File: src/rtl/bf16_min_pkg.sv
package bf16_min_pkg;
  localparam int unsigned EXP_W  = 8;
  localparam int unsigned FRAC_W = 7;
  localparam int unsigned BF_W   = 1 + EXP_W + FRAC_W;
  localparam logic [BF_W-1:0] DEFAULT_NAN = 16'h7FC0;

  typedef struct packed {
    logic              sign;
    logic [EXP_W-1:0]  exp;
    logic [FRAC_W-1:0] frac;
  } bf16_t;

  function automatic logic f_is_nan(bf16_t x);
    return (&x.exp) && (|x.frac);
  endfunction

  function automatic logic f_is_snan(bf16_t x);
    return f_is_nan(x) && !x.frac[FRAC_W-1];
  endfunction

  function automatic logic f_is_zero(bf16_t x);
    return ~|{x.exp, x.frac};
  endfunction
endpackage

File: src/rtl/bf16_order_cmp.sv
module bf16_order_cmp
  import bf16_min_pkg::*;
(
  input  bf16_t a_i,
  input  bf16_t b_i,
  output logic  a_lt_b_o
);
  localparam int unsigned MAG_W = EXP_W + FRAC_W;
  logic [MAG_W-1:0] mag_a, mag_b;
  assign mag_a = {a_i.exp, a_i.frac};
  assign mag_b = {b_i.exp, b_i.frac};

  // sign-magnitude order; -0 sorts below +0 via the sign branch
  always_comb begin
    if (a_i.sign != b_i.sign) a_lt_b_o = a_i.sign;
    else if (!a_i.sign)       a_lt_b_o = mag_a < mag_b;
    else                      a_lt_b_o = mag_a > mag_b;
  end
endmodule

File: src/rtl/bf16_min_lane.sv
module bf16_min_lane
  import bf16_min_pkg::*;
(
  input  logic  alt_i,
  input  logic  dn_i,
  input  bf16_t a_i,
  input  bf16_t b_i,
  output bf16_t res_o,
  output logic  snan_o
);
  logic a_nan, b_nan, a_snan, b_snan, both_zero, any_nan, a_lt_b;
  bf16_t nan_pick, nan_quiet;

  assign a_nan     = f_is_nan(a_i);
  assign b_nan     = f_is_nan(b_i);
  assign a_snan    = f_is_snan(a_i);
  assign b_snan    = f_is_snan(b_i);
  assign any_nan   = a_nan | b_nan;
  assign both_zero = f_is_zero(a_i) & f_is_zero(b_i);
  assign snan_o    = a_snan | b_snan;

  bf16_order_cmp u_cmp (.a_i(a_i), .b_i(b_i), .a_lt_b_o(a_lt_b));

  always_comb begin
    if (a_snan)      nan_pick = a_i;
    else if (b_snan) nan_pick = b_i;
    else if (a_nan)  nan_pick = a_i;
    else             nan_pick = b_i;
    nan_quiet = nan_pick;
    nan_quiet.frac[FRAC_W-1] = 1'b1;
  end

  always_comb begin
    if (alt_i && (any_nan || both_zero)) res_o = b_i;
    else if (any_nan)                   res_o = dn_i ? bf16_t'(DEFAULT_NAN) : nan_quiet;
    else                                res_o = a_lt_b ? a_i : b_i;
  end
endmodule

File: src/rtl/bf16_invalid_sticky.sv
module bf16_invalid_sticky (
  input  logic clk_i,
  input  logic rst_ni,
  input  logic set_i,
  output logic flag_o
);
  always_ff @(posedge clk_i or negedge rst_ni) begin
    if (!rst_ni)    flag_o <= 1'b0;
    else if (set_i) flag_o <= 1'b1;
  end

  AST_FLAG_SET:  assert property (@(posedge clk_i) disable iff (!rst_ni) set_i  |=> flag_o);
  AST_FLAG_HOLD: assert property (@(posedge clk_i) disable iff (!rst_ni) flag_o |=> flag_o);
endmodule

File: src/rtl/bf16_min_slice.sv
module bf16_min_slice
  import bf16_min_pkg::*;
#(
  parameter int unsigned LANES = 2
) (
  input  logic                 clk_i,
  input  logic                 rst_ni,
  input  logic                 alt_mode_i,
  input  logic                 dflt_nan_i,
  input  logic [BF_W*LANES-1:0] op_a_i,
  input  logic [BF_W*LANES-1:0] op_b_i,
  output logic [BF_W*LANES-1:0] min_o,
  output logic                 invalid_o
);
  logic [LANES-1:0] lane_snan;

  for (genvar k = 0; k < LANES; k++) begin : g_lane
    bf16_t a_k, b_k, r_k;
    assign a_k = op_a_i[k*BF_W +: BF_W];
    assign b_k = op_b_i[k*BF_W +: BF_W];

    bf16_min_lane u_lane (
      .alt_i (alt_mode_i),
      .dn_i  (dflt_nan_i),
      .a_i   (a_k),
      .b_i   (b_k),
      .res_o (r_k),
      .snan_o(lane_snan[k])
    );
    assign min_o[k*BF_W +: BF_W] = r_k;

    AST_ALT_NAN_PASS: assert property (@(posedge clk_i) disable iff (!rst_ni)
      (alt_mode_i && (f_is_nan(a_k) || f_is_nan(b_k))) |-> r_k == b_k);
    AST_NAN_QUIETED: assert property (@(posedge clk_i) disable iff (!rst_ni)
      (!alt_mode_i && !dflt_nan_i && (f_is_nan(a_k) || f_is_nan(b_k)))
        |-> (f_is_nan(r_k) && r_k.frac[FRAC_W-1]));
    AST_DEFAULT_NAN: assert property (@(posedge clk_i) disable iff (!rst_ni)
      (!alt_mode_i && dflt_nan_i && (f_is_nan(a_k) || f_is_nan(b_k)))
        |-> r_k == bf16_t'(DEFAULT_NAN));
    AST_RESULT_IS_OPERAND: assert property (@(posedge clk_i) disable iff (!rst_ni)
      (!f_is_nan(a_k) && !f_is_nan(b_k)) |-> (r_k == a_k || r_k == b_k));
  end

  bf16_invalid_sticky u_sticky (
    .clk_i (clk_i),
    .rst_ni(rst_ni),
    .set_i (!alt_mode_i && (|lane_snan)),
    .flag_o(invalid_o)
  );
endmodule

File: config.mk
export PLATFORM = sky130hd
export DESIGN_NAME = bf16_min_slice
export DESIGN_NICKNAME = d
export VERILOG_FILES = /design/src/rtl/bf16_min_pkg.sv /design/src/rtl/bf16_order_cmp.sv /design/src/rtl/bf16_min_lane.sv /design/src/rtl/bf16_invalid_sticky.sv /design/src/rtl/bf16_min_slice.sv
export SDC_FILE = /design/constraint.sdc
export NUM_CORES = 1
export LEC_CHECK = 0
export CAP_MARGIN = 20
export CORE_ASPECT_RATIO = 1.5
export CORE_UTILIZATION = 63
export CTS_BUF_LIST = sky130_fd_sc_hd__clkbuf_8
export DETAILED_ROUTE_END_ITERATION = 8
export DONT_BUFFER_PORTS = 1
export PLACE_DENSITY = 0.79
export SLEW_MARGIN = 0
export SYNTH_ARGS = -nofsm -noshare
export SYNTH_HDL_FRONTEND = slang
export SYNTH_SLANG_ARGS = --single-unit
File: constraint.sdc
create_clock -name clk_i -period 2.39 [get_ports clk_i]
set_input_delay 0.1195 -clock clk_i [delete_from_list [all_inputs] [get_ports clk_i]]
set_output_delay 0.1195 -clock clk_i [all_outputs]
set_load 0.05 [all_outputs]
==> After elaboration in Yosys (flattened, before gate mapping) <==
Cells that the tools add are included.
Widths: inputs -> output; s select.
{ "word_totals": {"regBits": 1, "in_bits": 68, "wordCells": 66} }
{ "classes": {"eq_ne": 2, "mux": 18, "n_reduce_logical": 35, "order_cmp": 4, "n_bitwise": 6} }
{ "op_table": {"columns": ["operator", "count"], "rows": [
  ["$mux 16", 14],
  ["$reduce_or 15->1", 4],
  ["$reduce_and 8->1", 4],
  ["$gt 15x15->1", 2],
  ["$lt 15x15->1", 2],
  ["$reduce_or 7->1", 4],
  ["$logic_and 1x1->1", 11],
  ["$logic_not 1->1", 9],
  ["$mux 1", 4],
  ["$or 1x1->1", 4],
  ["$and 1x1->1", 2],
  ["$logic_or 1x1->1", 2],
  ["$ne 1x1->1", 2],
  ["$reduce_or 2->1", 1]
]} }

==> Depth between registers and ports, before layout <==
Gate-level depths: netlist of run 1.
{ "logic_depth": {"ltp_word": 8, "ltp_mapped": 9, "mapped_depth_nobuf": 8} }

==> By module <==
Synthesis of run 1 repeated with hierarchy kept, for this count alone.
{ "unflattened": {"hier_cells": 285, "area_unflattened_um2": 2188.3} }
{ "by_module_without_submodules": {"columns": ["module", "seq_area_each_um2", "area_each_um2", "cells_per_inst", "n_inst"], "rows": [
  ["bf16_min_lane", 0.0, 670.6, 84, 2],
  ["bf16_order_cmp", 0.0, 402.9, 57, 2],
  ["bf16_invalid_sticky", 25.0, 31.3, 2, 1],
  ["bf16_min_slice", 0.0, 10.0, 1, 1]
]} }

==> Worst setup path after synthesis of run 1 <==
OpenSTA, ideal clock, no wires.
{ "synth_timing": {"kind": "input port to output port", "start": "input op_b_i[14]", "end": "output min_o[6]", "stages": 9, "path_slack_ps": -83, "arrival_ps": 2354, "required_time_ps": 2271, "path_cell_list": "inv_1 -> ha_1 -> and4_1 -> a2111oi_0 -> a21boi_2 -> nand2_1 -> a21o_1 -> buf_6 -> mux2i_1"} }
{ "synth_between": {"elab_chain_len": 6} }
{ "synth_lines": {"columns": ["item", "line_no", "text"], "rows": [
  ["start, declared", "bf16_min_slice.sv:11", "input logic [BF_W*LANES-1:0] op_b_i,"],
  ["$lt 15x15->1, or another cell as far along", "bf16_order_cmp.sv:16", "else if (!a_i.sign) a_lt_b_o = mag_a < mag_b;"],
  ["$mux 1, or another cell as far along", "bf16_order_cmp.sv:16", null],
  ["$mux 1, or another cell as far along", "bf16_order_cmp.sv:15", "if (a_i.sign != b_i.sign) a_lt_b_o = a_i.sign;"],
  ["$mux 16 / $logic_or 1x1->1 (equally long branches)", "bf16_min_lane.sv:36, bf16_min_lane.sv:34", null],
  ["$mux 16 / $logic_and 1x1->1 (equally long branches)", "bf16_min_lane.sv:35, bf16_min_lane.sv:34", null],
  ["$mux 16 (*)", "bf16_min_lane.sv:34", "if (alt_i && (any_nan || both_zero)) res_o = b_i;"],
  ["end, declared", "bf16_min_slice.sv:12", "output logic [BF_W*LANES-1:0] min_o,"]
]} }
Every way passes the cells marked *; elsewhere a longest branch is shown, timed or not.

==> Final worst setup path of run 1 <==
{ "layout_timing": {"start": "input op_a_i[15]", "end": "output min_o[6]"} }
{ "layout_between": {"elab_chain_len": 5} }
{ "layout_lines": {"columns": ["item", "line_no", "text"], "rows": [
  ["start, declared", "bf16_min_slice.sv:10", "input logic [BF_W*LANES-1:0] op_a_i,"],
  ["$mux 1 / $ne 1x1->1 (equally long branches)", "bf16_order_cmp.sv:16, bf16_order_cmp.sv:15", null],
  ["$mux 1 (*)", "bf16_order_cmp.sv:15", null],
  ["$mux 16 (*)", "bf16_min_lane.sv:36", "else res_o = a_lt_b ? a_i : b_i;"],
  ["$mux 16 (*)", "bf16_min_lane.sv:35", "else if (any_nan) res_o = dn_i ? bf16_t'(DEFAULT_NAN) : nan_quiet;"],
  ["$mux 16 (*)", "bf16_min_lane.sv:34", null]
]} }
Marks and branches as above.

==> metrics.md, run 1 <==
| Metric | Value |
|---|---|
| Hold Path Sink | u_sticky.flag_o |
| Nature of the critical path startpoint | input pin |
| FF+latch area | 25.02 um2 |
| Power per cell area | 381.8 nW/um2 |
| Setup-failing EPs final | 0 |
| Fin crit share | 99.51% |
| I/O Buffers | 0 |
| GP Congestion | 0.9993 |
| Die outline height | 67.41 um |
| Total gr overflow | 0 |
| FF-to-FF End | u_sticky.flag_o |
| EDFF count, synth | 0 |
| Minimum clock period | 2378 ps |
| Worst skew pair latency | 0 ps |
| Hold Crit Class | input pin to flip-flop |
| Area Overhead vs Synth | 34.82% |
| Count leader, synth | inv_1 |
| Drt total wl | 7.233 mm |
| Largest net degree at the start of global routing | 11 |
| Mean area per synthesized cell | 7.581 um2 |
| CP Max Fanout | 9 |
| Dpl cells | 303 |
| Post-synth top area cell | ha_1 |
| F_max | 0.4205 GHz |
| Synth cell types | 58 |
| Die area | 3074 um2 |
| CP Capture Type | output pin |
| Synth Register Bits | 1 |
| Final #Nets | 373 |
| Number of global-route vias before repair | 2,172 |
| Core Area | 2676 um2 |
| Worst-path clk slew | 0 ps |
| Hold Worst Slack | 228.5 ps |
| Async S/R FF share, synth | 100.0% |
| Post-Synthesis Cells | 237 |
| Reg-to-reg setup timing slack | 1470 ps |
| Via count | 2,458 |
| Slew headroom | 64.59% |
| Synth area leaders | ha_1 22%, inv_1 7.3%, nand4_1 5.9% |
| Leakage | 1.058 nW |
| Post-DP Area | 2317 um2 |
| Peak VDD IR | 392.8 uV |
| Post-route ant nets | 0 |
| Max-Cap Viols | 0 |
| First-pass GRT wire length | 9.577 mm |
| Min-Delay Path Depth | 1 |
| Initial DRT Pass Iterations | 6 |
| CP required | 2270 ps |
| Post-DR vias/cell | 7.981 |
| Initial antenna violation count | 0 |
| Status | finished clean |
| Pwr Total | 0.9250 mW |
| Post-Syn Nets | 337 |
| Top-area cell type share of the netlist area | 22.28% |
| Seq/Total Area, Yosys | 1.393% |
| DRT iter0 DRCs | 205 |
| Fin cells | 308 |
| Clock skew | 0 ps |
| Crit path DAT | 2260 ps |
| Total track usage | 40.61% |
| Ports | 101 |
| Max Slew Vio Count | 0 |
| Critical path class | input pin to output pin |
| Hold Startpoint | alt_mode_i |
| Placed wire-length estimate | 5.486 mm |
| # diodes | 0 |
| Chip width | 45.61 um |
| # rows | 23 |
| Slew @ Worst Pin | 526.6 ps |
| Main synth FF type | dfrtp_1 |
| Syn Std Cell Area | 1797 um2 |
| Multi-input combinational cell area | 1689 um2 |
| Biggest registers after layout | u_sticky.flag_o: 1 flops |
| Final instance area | 2422 um2 |
| Reg2reg path depth | 1 |
| Layout cells sized above 1 | 25.83% |
| Synth warn | 0 |
| Initial core utilization | 67.13% |
| Post-synth top cells | 35 x inv_1, 32 x ha_1, 17 x a21oi_1, 17 x nand4_1, 12 x a22o_1 |
| Drt wl/cell | 23.48 um |
| Max reg flops | 1 |
| DRC | 0 |
| Biggest register | u_sticky.flag_o |
| R2R Path Start | u_sticky.flag_o |
| Final Hold Viols | 0 |
| Filler cell count | 123 |
stage by stage:
| step | util [%] | setup WS, ps | TNS [ps] |
|---|---|---|---|
| finish | 90.51 | 11.75 | 0 |
| global route | 90.51 | -101.2 | -1213 |
| global placement | 86.58 | 110.8 | 0 |
| floorplan | - | 131.2 | 0 |
| detailed placement | 86.58 | -21.24 | -57.88 |
| CTS | 87.28 | 0.7061 | 0 |
cell usage in the layout (no fill, tap or decap), types with 3 or more instances in the layout:
| cell type | synthesis | final |
|---|---|---|
| nor3_1 | 7 | 6 |
| o22a_1 | 8 | 8 |
| o21ai_0 | 3 | 3 |
| ha_1 | 32 | 29 |
| buf_4 | 0 | 16 |
| o32a_1 | 8 | 8 |
| o22ai_1 | 3 | 3 |
| nand2_1 | 9 | 9 |
| a211o_2 | 3 | 3 |
| inv_1 | 35 | 35 |
| nor4_1 | 10 | 9 |
| nand3_1 | 3 | 3 |
| nor2_1 | 10 | 10 |
| nand4_1 | 17 | 17 |
| a2111oi_2 | 2 | 3 |
| buf_12 | 0 | 20 |
| nor4_2 | 2 | 3 |
| a211oi_1 | 5 | 5 |
| a22o_1 | 12 | 12 |
| a21oi_1 | 17 | 16 |
layout make-up:
| class | instances | share of cell area [%] |
|---|---|---|
| timing repair buffer | 37 | 21.90 |
| inverter | 35 | 5.424 |
| multi-input combinational | 198 | 69.73 |
| sequential | 1 | 1.033 |
| tap | 37 | 1.911 |
logic make-up (layout without fill, tap and decap cells):
family | Yosys count | count (layout) | synth area share [%]
AOI/OAI and AO/OA | 89 | 89 | 40.32
adders and majority gates | 32 | 32 | 22.28
buffers and inverters | 38 | 72 | 8.426
DFF | 1 | 1 | 1.393
muxes | 1 | 1 | 0.5571
and+or+nand+nor | 76 | 76 | 27.02
worst max-delay path, stage by stage:
cell	delay, ps
inv_1	120
ha_4	230
or2_1	260
buf_4	140
a211oi_1	300
a311o_2	330
a21o_2	280
mux2i_2	250
buf_4	230
per-layer routing:
| metal | routed length [um] | share of wire [%] | track usage [%] | vias to the layer above |
|---|---|---|---|---|
| li1 | - | - | - | 1031 |
| met1 | 2422 | 33 | 39.62 | 1180 |
| met2 | 3951 | 55 | 79.46 | 187 |
| met3 | 526 | 7.3 | 5.615 | 60 |
| met4 | 332 | 4.6 | 17.80 | 0 |
| met5 | 0 | 0 | 0 | - |
worst max-delay path by stage:
stage               startpoint        end  slack, ps  cells after the start
floorplan           op_b_i[14]   min_o[6]        130                      9
global placement    op_b_i[29]  min_o[22]        110                      8
detailed placement  op_b_i[14]   min_o[0]        -20                      9
CTS                 op_b_i[14]   min_o[0]        0.7                      9
global route        op_b_i[20]  min_o[22]       -100                      8
finish              op_a_i[15]   min_o[6]         10                      9
where the power goes:
part	internal, mW	switching [mW]	leakage (nW)
Combinational	0.380	0.513	1.04
Sequential	0.0199	0.0124	0.0132
Clock	0	0	0
timing repair:
item | CTS | global route
endpoints found under the setup margin | 12 | 29
hold buffers | 1 | 0
pin swaps | 2 | 7
gates resized for setup | 1 | 12
endpoints found under the hold margin | 1 | 0
buffers inserted | 1 | 3
Note: power is estimated with default switching activity, not from simulation.
==> inputs of run 2 (changes only) <==
--- a/config.mk
+++ b/config.mk
@@ -7,11 +7,11 @@
 export LEC_CHECK = 0
 export CAP_MARGIN = 20
 export CORE_ASPECT_RATIO = 1.5
-export CORE_UTILIZATION = 63
+export CORE_MARGIN = 2
+export CORE_UTILIZATION = 48
 export CTS_BUF_LIST = sky130_fd_sc_hd__clkbuf_8
 export DETAILED_ROUTE_END_ITERATION = 8
 export DONT_BUFFER_PORTS = 1
-export PLACE_DENSITY = 0.79
 export SLEW_MARGIN = 0
 export SYNTH_ARGS = -nofsm -noshare
 export SYNTH_HDL_FRONTEND = slang
==> run 2 against run 1 <==
Sequential share of layout area about the same; fmax increased by 2.2%; flip-flop and latch count unchanged; critical path type unchanged; largest power group unchanged.
==> metrics.md, run 2 (same netlist as run 1, synthesis figures left out) <==
| Metric | Value |
|---|---|
| Max Slew Vio Count | 0 |
| Reg-to-reg setup timing slack | 1480 ps |
| Setup-failing EPs final | 0 |
| Layout cells sized above 1 | 23.42% |
| Crit path cell chain | inv_1 -> ha_1 -> nor2_1 -> o21ai_0 -> o31a_1 -> nor3_4 -> o211ai_1 -> buf_4 -> a22o_1 -> buf_12 |
| Final Hold Viols | 0 |
| Initial antenna violation count | 1 |
| Hold Path Sink | u_sticky.flag_o |
| CP Capture Type | output pin |
| Fin crit share | 97.39% |
| P_int | 0.4349 mW |
| Worst-path clk slew | 0 ps |
| Pwr Total | 0.9451 mW |
| Crit path DAT | 2210 ps |
| # rows | 27 |
| DRC | 0 |
| Crit-path slowest cell | o31a_1 |
| Via count | 2,184 |
| Max reg flops | 1 |
| Area Overhead vs Synth | 38.93% |
| Pre-CTS setup slack | 12.18 ps |
| Power per cell area | 378.6 nW/um2 |
| Final TNS setup | 0 ps |
| Peak VDD IR | 391.8 uV |
| Status | finished clean |
| Hold Startpoint | alt_mode_i |
| Hold Worst Slack | 223.6 ps |
| Core Area | 3615 um2 |
| Placed wire-length estimate | 5.093 mm |
| Slew headroom | 67.55% |
| I/O Buffers | 0 |
| Hold Crit Class | input pin to flip-flop |
| Largest net degree at the start of global routing | 10 |
| DRT iter0 DRCs | 55 |
| Ports | 101 |
| Initial DRT Pass Iterations | 4 |
| Commonest cells after routing, fill and taps aside | 35 x inv_1, 31 x ha_1, 27 x buf_12, 17 x nand4_1, 17 x a21oi_1 |
| Worst path buffer plus inverter count | 3 |
| Clock Power Share | 0% |
| Final #Nets | 371 |
| Slew @ Worst Pin | 483.1 ps |
| Sequential share of power | 3.4% |
| Power share of the combinational group | 96.6% |
| Drt total wl | 6.129 mm |
| Switch share | 53.99% |
| Most common cell after layout, fill and taps aside | inv_1 |
| Drt wl/cell | 19.58 um |
| Max-Cap Viols | 0 |
| Biggest register | u_sticky.flag_o |
| Die area | 4259 um2 |
| Chip width | 53.96 um |
| Setup ws final | 62.44 ps |
| Min-Delay Path Depth | 1 |
| R2R Path Start | u_sticky.flag_o |
| Post-DR vias/cell | 6.978 |
| Top delay family on crit path | compound AO/OA/AOI/OAI gates |
| CP required | 2270 ps |
| NetSw | 0.5102 mW |
| Critical path class | input pin to output pin |
| GP Congestion | 0.8640 |
| Crit path largest cell delay | 370 ps |
| Post-DP Area | 2420 um2 |
| First-pass GRT wire length | 9.508 mm |
| Final instance area | 2496 um2 |
| Leakage | 1.084 nW |
| Biggest registers after layout | u_sticky.flag_o: 1 flops |
| Die outline height | 78.93 um |
| Nature of the critical path startpoint | input pin |
| Minimum clock period | 2328 ps |
| Reg2reg path depth | 1 |
| CP Max Fanout | 6 |
| Post-route ant nets | 0 |
| Number of global-route vias before repair | 2,150 |
| F_max | 0.4296 GHz |
| Worst skew pair latency | 0 ps |
| Clock skew | 0 ps |
| Total gr overflow | 0 |
| Initial core utilization | 49.71% |
| Total track usage | 28.17% |
| FF-to-FF End | u_sticky.flag_o |
==> run 2: cell types whose count changed in the layout (fill, tap and decap cells not counted), moves of 2 or more <==
| cell | change |
|---|---|
| ha_1 | +2 |
| a21oi_2 | -2 |
| buf_12 | +7 |
| buf_4 | -9 |
==> run 2: power groups by stage <==
stage	logic [mW]	registers [mW]	clock network [mW]
CTS	0.892	0.0317	0
finish	0.913	0.0318	0.00000112
global route	0.958	0.0323	0
floorplan	0.532	0.0311	0
global placement	0.878	0.0316	0
detailed placement	0.889	0.0317	0
==> run 2: timing repair <==
item                                    4_1_cts  5_1_grt
gates resized for setup                       0       10
hold buffers                                  1        0
setup buffers                                 0        1
hold endpoints to repair                      1        0
endpoints found under the setup margin        0       30
==> run 2: area by class of cell <==
type | instances | area (um2)
multi-input cells | 198 | 1680
fillers | 312 | 1119
repair buffers | 35 | 603.1
inverters | 35 | 131.4
well taps | 43 | 53.80
flip-flops and latches | 1 | 25.02
diodes | 1 | 2.502
==> run 2: routing by layer <==
metal  wire (um)  GRT usage [%]
met4         126          6.410
met1        2164          29.57
met2        3563          55.12
met5           0              0
met3         275          3.759
==> run 2: worst max-delay path by stage <==
stage,startpoint,to,cells past startpoint
finish,op_a_i[31],min_o[20],10
global route,op_a_i[31],min_o[22],8
CTS,op_b_i[29],min_o[20],9
detailed placement,op_b_i[29],min_o[22],8
global placement,op_b_i[29],min_o[22],8
floorplan,op_b_i[14],min_o[6],9
==> run 2: through the flow <==
| step | cells | utilization [%] |
|---|---|---|
| after floorplan | 237 | - |
| after global placement | 310 | 66.94 |
| after detailed placement | 310 | 66.94 |
| after CTS | 311 | 67.22 |
| after global routing | 312 | 68.99 |
| final | 313 | 69.06 |
==> inputs of run 3 (changes only) <==
--- a/config.mk
+++ b/config.mk
@@ -12,6 +12,7 @@
 export CTS_BUF_LIST = sky130_fd_sc_hd__clkbuf_8
 export DETAILED_ROUTE_END_ITERATION = 8
 export DONT_BUFFER_PORTS = 1
+export RECOVER_POWER = 25
 export SLEW_MARGIN = 0
 export SYNTH_ARGS = -nofsm -noshare
 export SYNTH_HDL_FRONTEND = slang
==> run 3 against run 2 <==
Die area unchanged; sequential share of layout area about the same; flip-flop and latch count unchanged; combinational power about the same; critical endpoint unchanged.
==> metrics.md, run 3 (same netlist as run 1, synthesis figures left out) <==
| Metric | Value |
|---|---|
| Status | finished clean |
| Hold Path Sink | u_sticky.flag_o |
| First-pass GRT wire length | 9.508 mm |
| Hold Crit Class | input pin to flip-flop |
| Routed length on met1 | 2.101 mm |
| F_max | 0.4302 GHz |
| Filler cell count | 313 |
| Critical path class | input pin to output pin |
| Ports | 101 |
| Met3 wire length | 323 um |
| Largest net degree at the start of global routing | 10 |
| Worst skew pair latency | 0 ps |
| Nature of the critical path startpoint | input pin |
| Biggest registers after layout | u_sticky.flag_o: 1 flops |
| Core Area | 3615 um2 |
| Post-DP Area | 2420 um2 |
| Initial antenna violation count | 1 |
| Clock skew | 0 ps |
| Number of global-route vias before repair | 2,150 |
| Initial core utilization | 49.71% |
| Crit path cell chain | inv_1 -> ha_1 -> nor2_1 -> o21ai_0 -> o31a_1 -> nor3_4 -> o211ai_1 -> buf_4 -> a22o_1 -> buf_12 |
| Min-Delay Path Depth | 1 |
| Final instance area | 2485 um2 |
| Max Slew Vio Count | 0 |
| Drt wl/cell | 19.45 um |
| DRT iter0 DRCs | 59 |
| Worst path buffer plus inverter count | 3 |
| Layout cells sized above 1 | 22.30% |
| Drt total wl | 6.087 mm |
| Setup-failing EPs final | 0 |
| Max reg flops | 1 |
| Total gr overflow | 0 |
| Crit-path slowest cell | o31a_1 |
| Hold Startpoint | alt_mode_i |
| Fin cells | 313 |
| Placed wire-length estimate | 5.093 mm |
| Chip width | 53.96 um |
| Commonest cells after routing, fill and taps aside | 35 x inv_1, 31 x ha_1, 27 x buf_12, 17 x nand4_1, 17 x a21oi_1 |
| Top sig layer | met4 |
| Pwr Total | 0.9433 mW |
| R2R Path Start | u_sticky.flag_o |
| Final Hold Viols | 0 |
| Reg-to-reg setup timing slack | 1480 ps |
| Initial DRT Pass Iterations | 4 |
| Top delay family on crit path | compound AO/OA/AOI/OAI gates |
| CP required | 2270 ps |
| Die area | 4259 um2 |
| Area Overhead vs Synth | 38.30% |
| Post-DR vias/cell | 6.958 |
| Reg2reg path depth | 1 |
| Minimum clock period | 2325 ps |
| GP Congestion | 0.8640 |
| Total track usage | 28.17% |
| Slew headroom | 59.91% |
| Die outline height | 78.93 um |
| Fin crit share | 97.27% |
| # rows | 27 |
| Biggest register | u_sticky.flag_o |
| CP Capture Type | output pin |
| Power per cell area | 379.6 nW/um2 |
| Final #Nets | 371 |
| Worst-path clk slew | 0 ps |
| Max-Cap Viols | 0 |
| Post-route ant nets | 0 |
| Met2 wire length | 3.529 mm |
| Leakage | 1.080 nW |
| Crit path largest cell delay | 370 ps |
| Most common cell after layout, fill and taps aside | inv_1 |
| DRC | 0 |
| Dpl cells | 310 |
| Via count | 2,178 |
| FF-to-FF End | u_sticky.flag_o |
| CP Max Fanout | 6 |
| Crit path DAT | 2210 ps |
| Peak VDD IR | 391.7 uV |
| Slew @ Worst Pin | 603.9 ps |
| I/O Buffers | 0 |
## run 3: power breakdown
part / switching (mW) / internal [mW]
Clock: 0 / 0.00000112
Sequential: 0.0119 / 0.0199
Combinational: 0.498 / 0.414
Total: 0.510 / 0.434
## run 3: timing repair
action / 4_1_cts / 5_1_grt
endpoints found under the setup margin: 0 / 30
endpoints found under the hold margin: 1 / 0
hold buffers: 1 / 0
resized for setup: 0 / 10
buffers inserted: 0 / 1
## run 3: worst max path at each step
stage          startpoint        end  cells after the start
2_1_floorplan  op_b_i[14]   min_o[6]                      9
3_3_place_gp   op_b_i[29]  min_o[22]                      8
3_5_place_dp   op_b_i[29]  min_o[22]                      8
4_1_cts        op_b_i[29]  min_o[20]                      9
5_1_grt        op_a_i[31]  min_o[22]                      8
6_report       op_a_i[31]  min_o[20]                     10
## run 3: final cells by class
| type | instances | area [um2] | area share, % |
|---|---|---|---|
| diodes | 1 | 2.502 | 0.1007 |
| multi-input cells | 198 | 1673 | 67.32 |
| flip-flops and latches | 1 | 25.02 | 1.007 |
| well taps | 43 | 53.80 | 2.165 |
| repair buffers | 35 | 599.3 | 24.12 |
| inverters | 35 | 131.4 | 5.287 |
## run 3: per-layer routing
metal  up-vias  track usage [%]
li1       1031                -
met4         0            6.410
met3        12            3.759
met1      1053            29.57
met2        82            55.12
met5         -                0
## run 3: metrics by stage
stage               TNS, ps  utilization, %  hold slack [ps]  worst slack, ps
finish                    0           68.74            223.7            65.30
global route         -474.8           68.67            238.3           -59.82
CTS                       0           67.22            225.1            2.984
detailed placement        0           66.94           -176.1            12.18
global placement          0           66.94           -176.1            56.16
floorplan                 0               -           -176.1            131.2
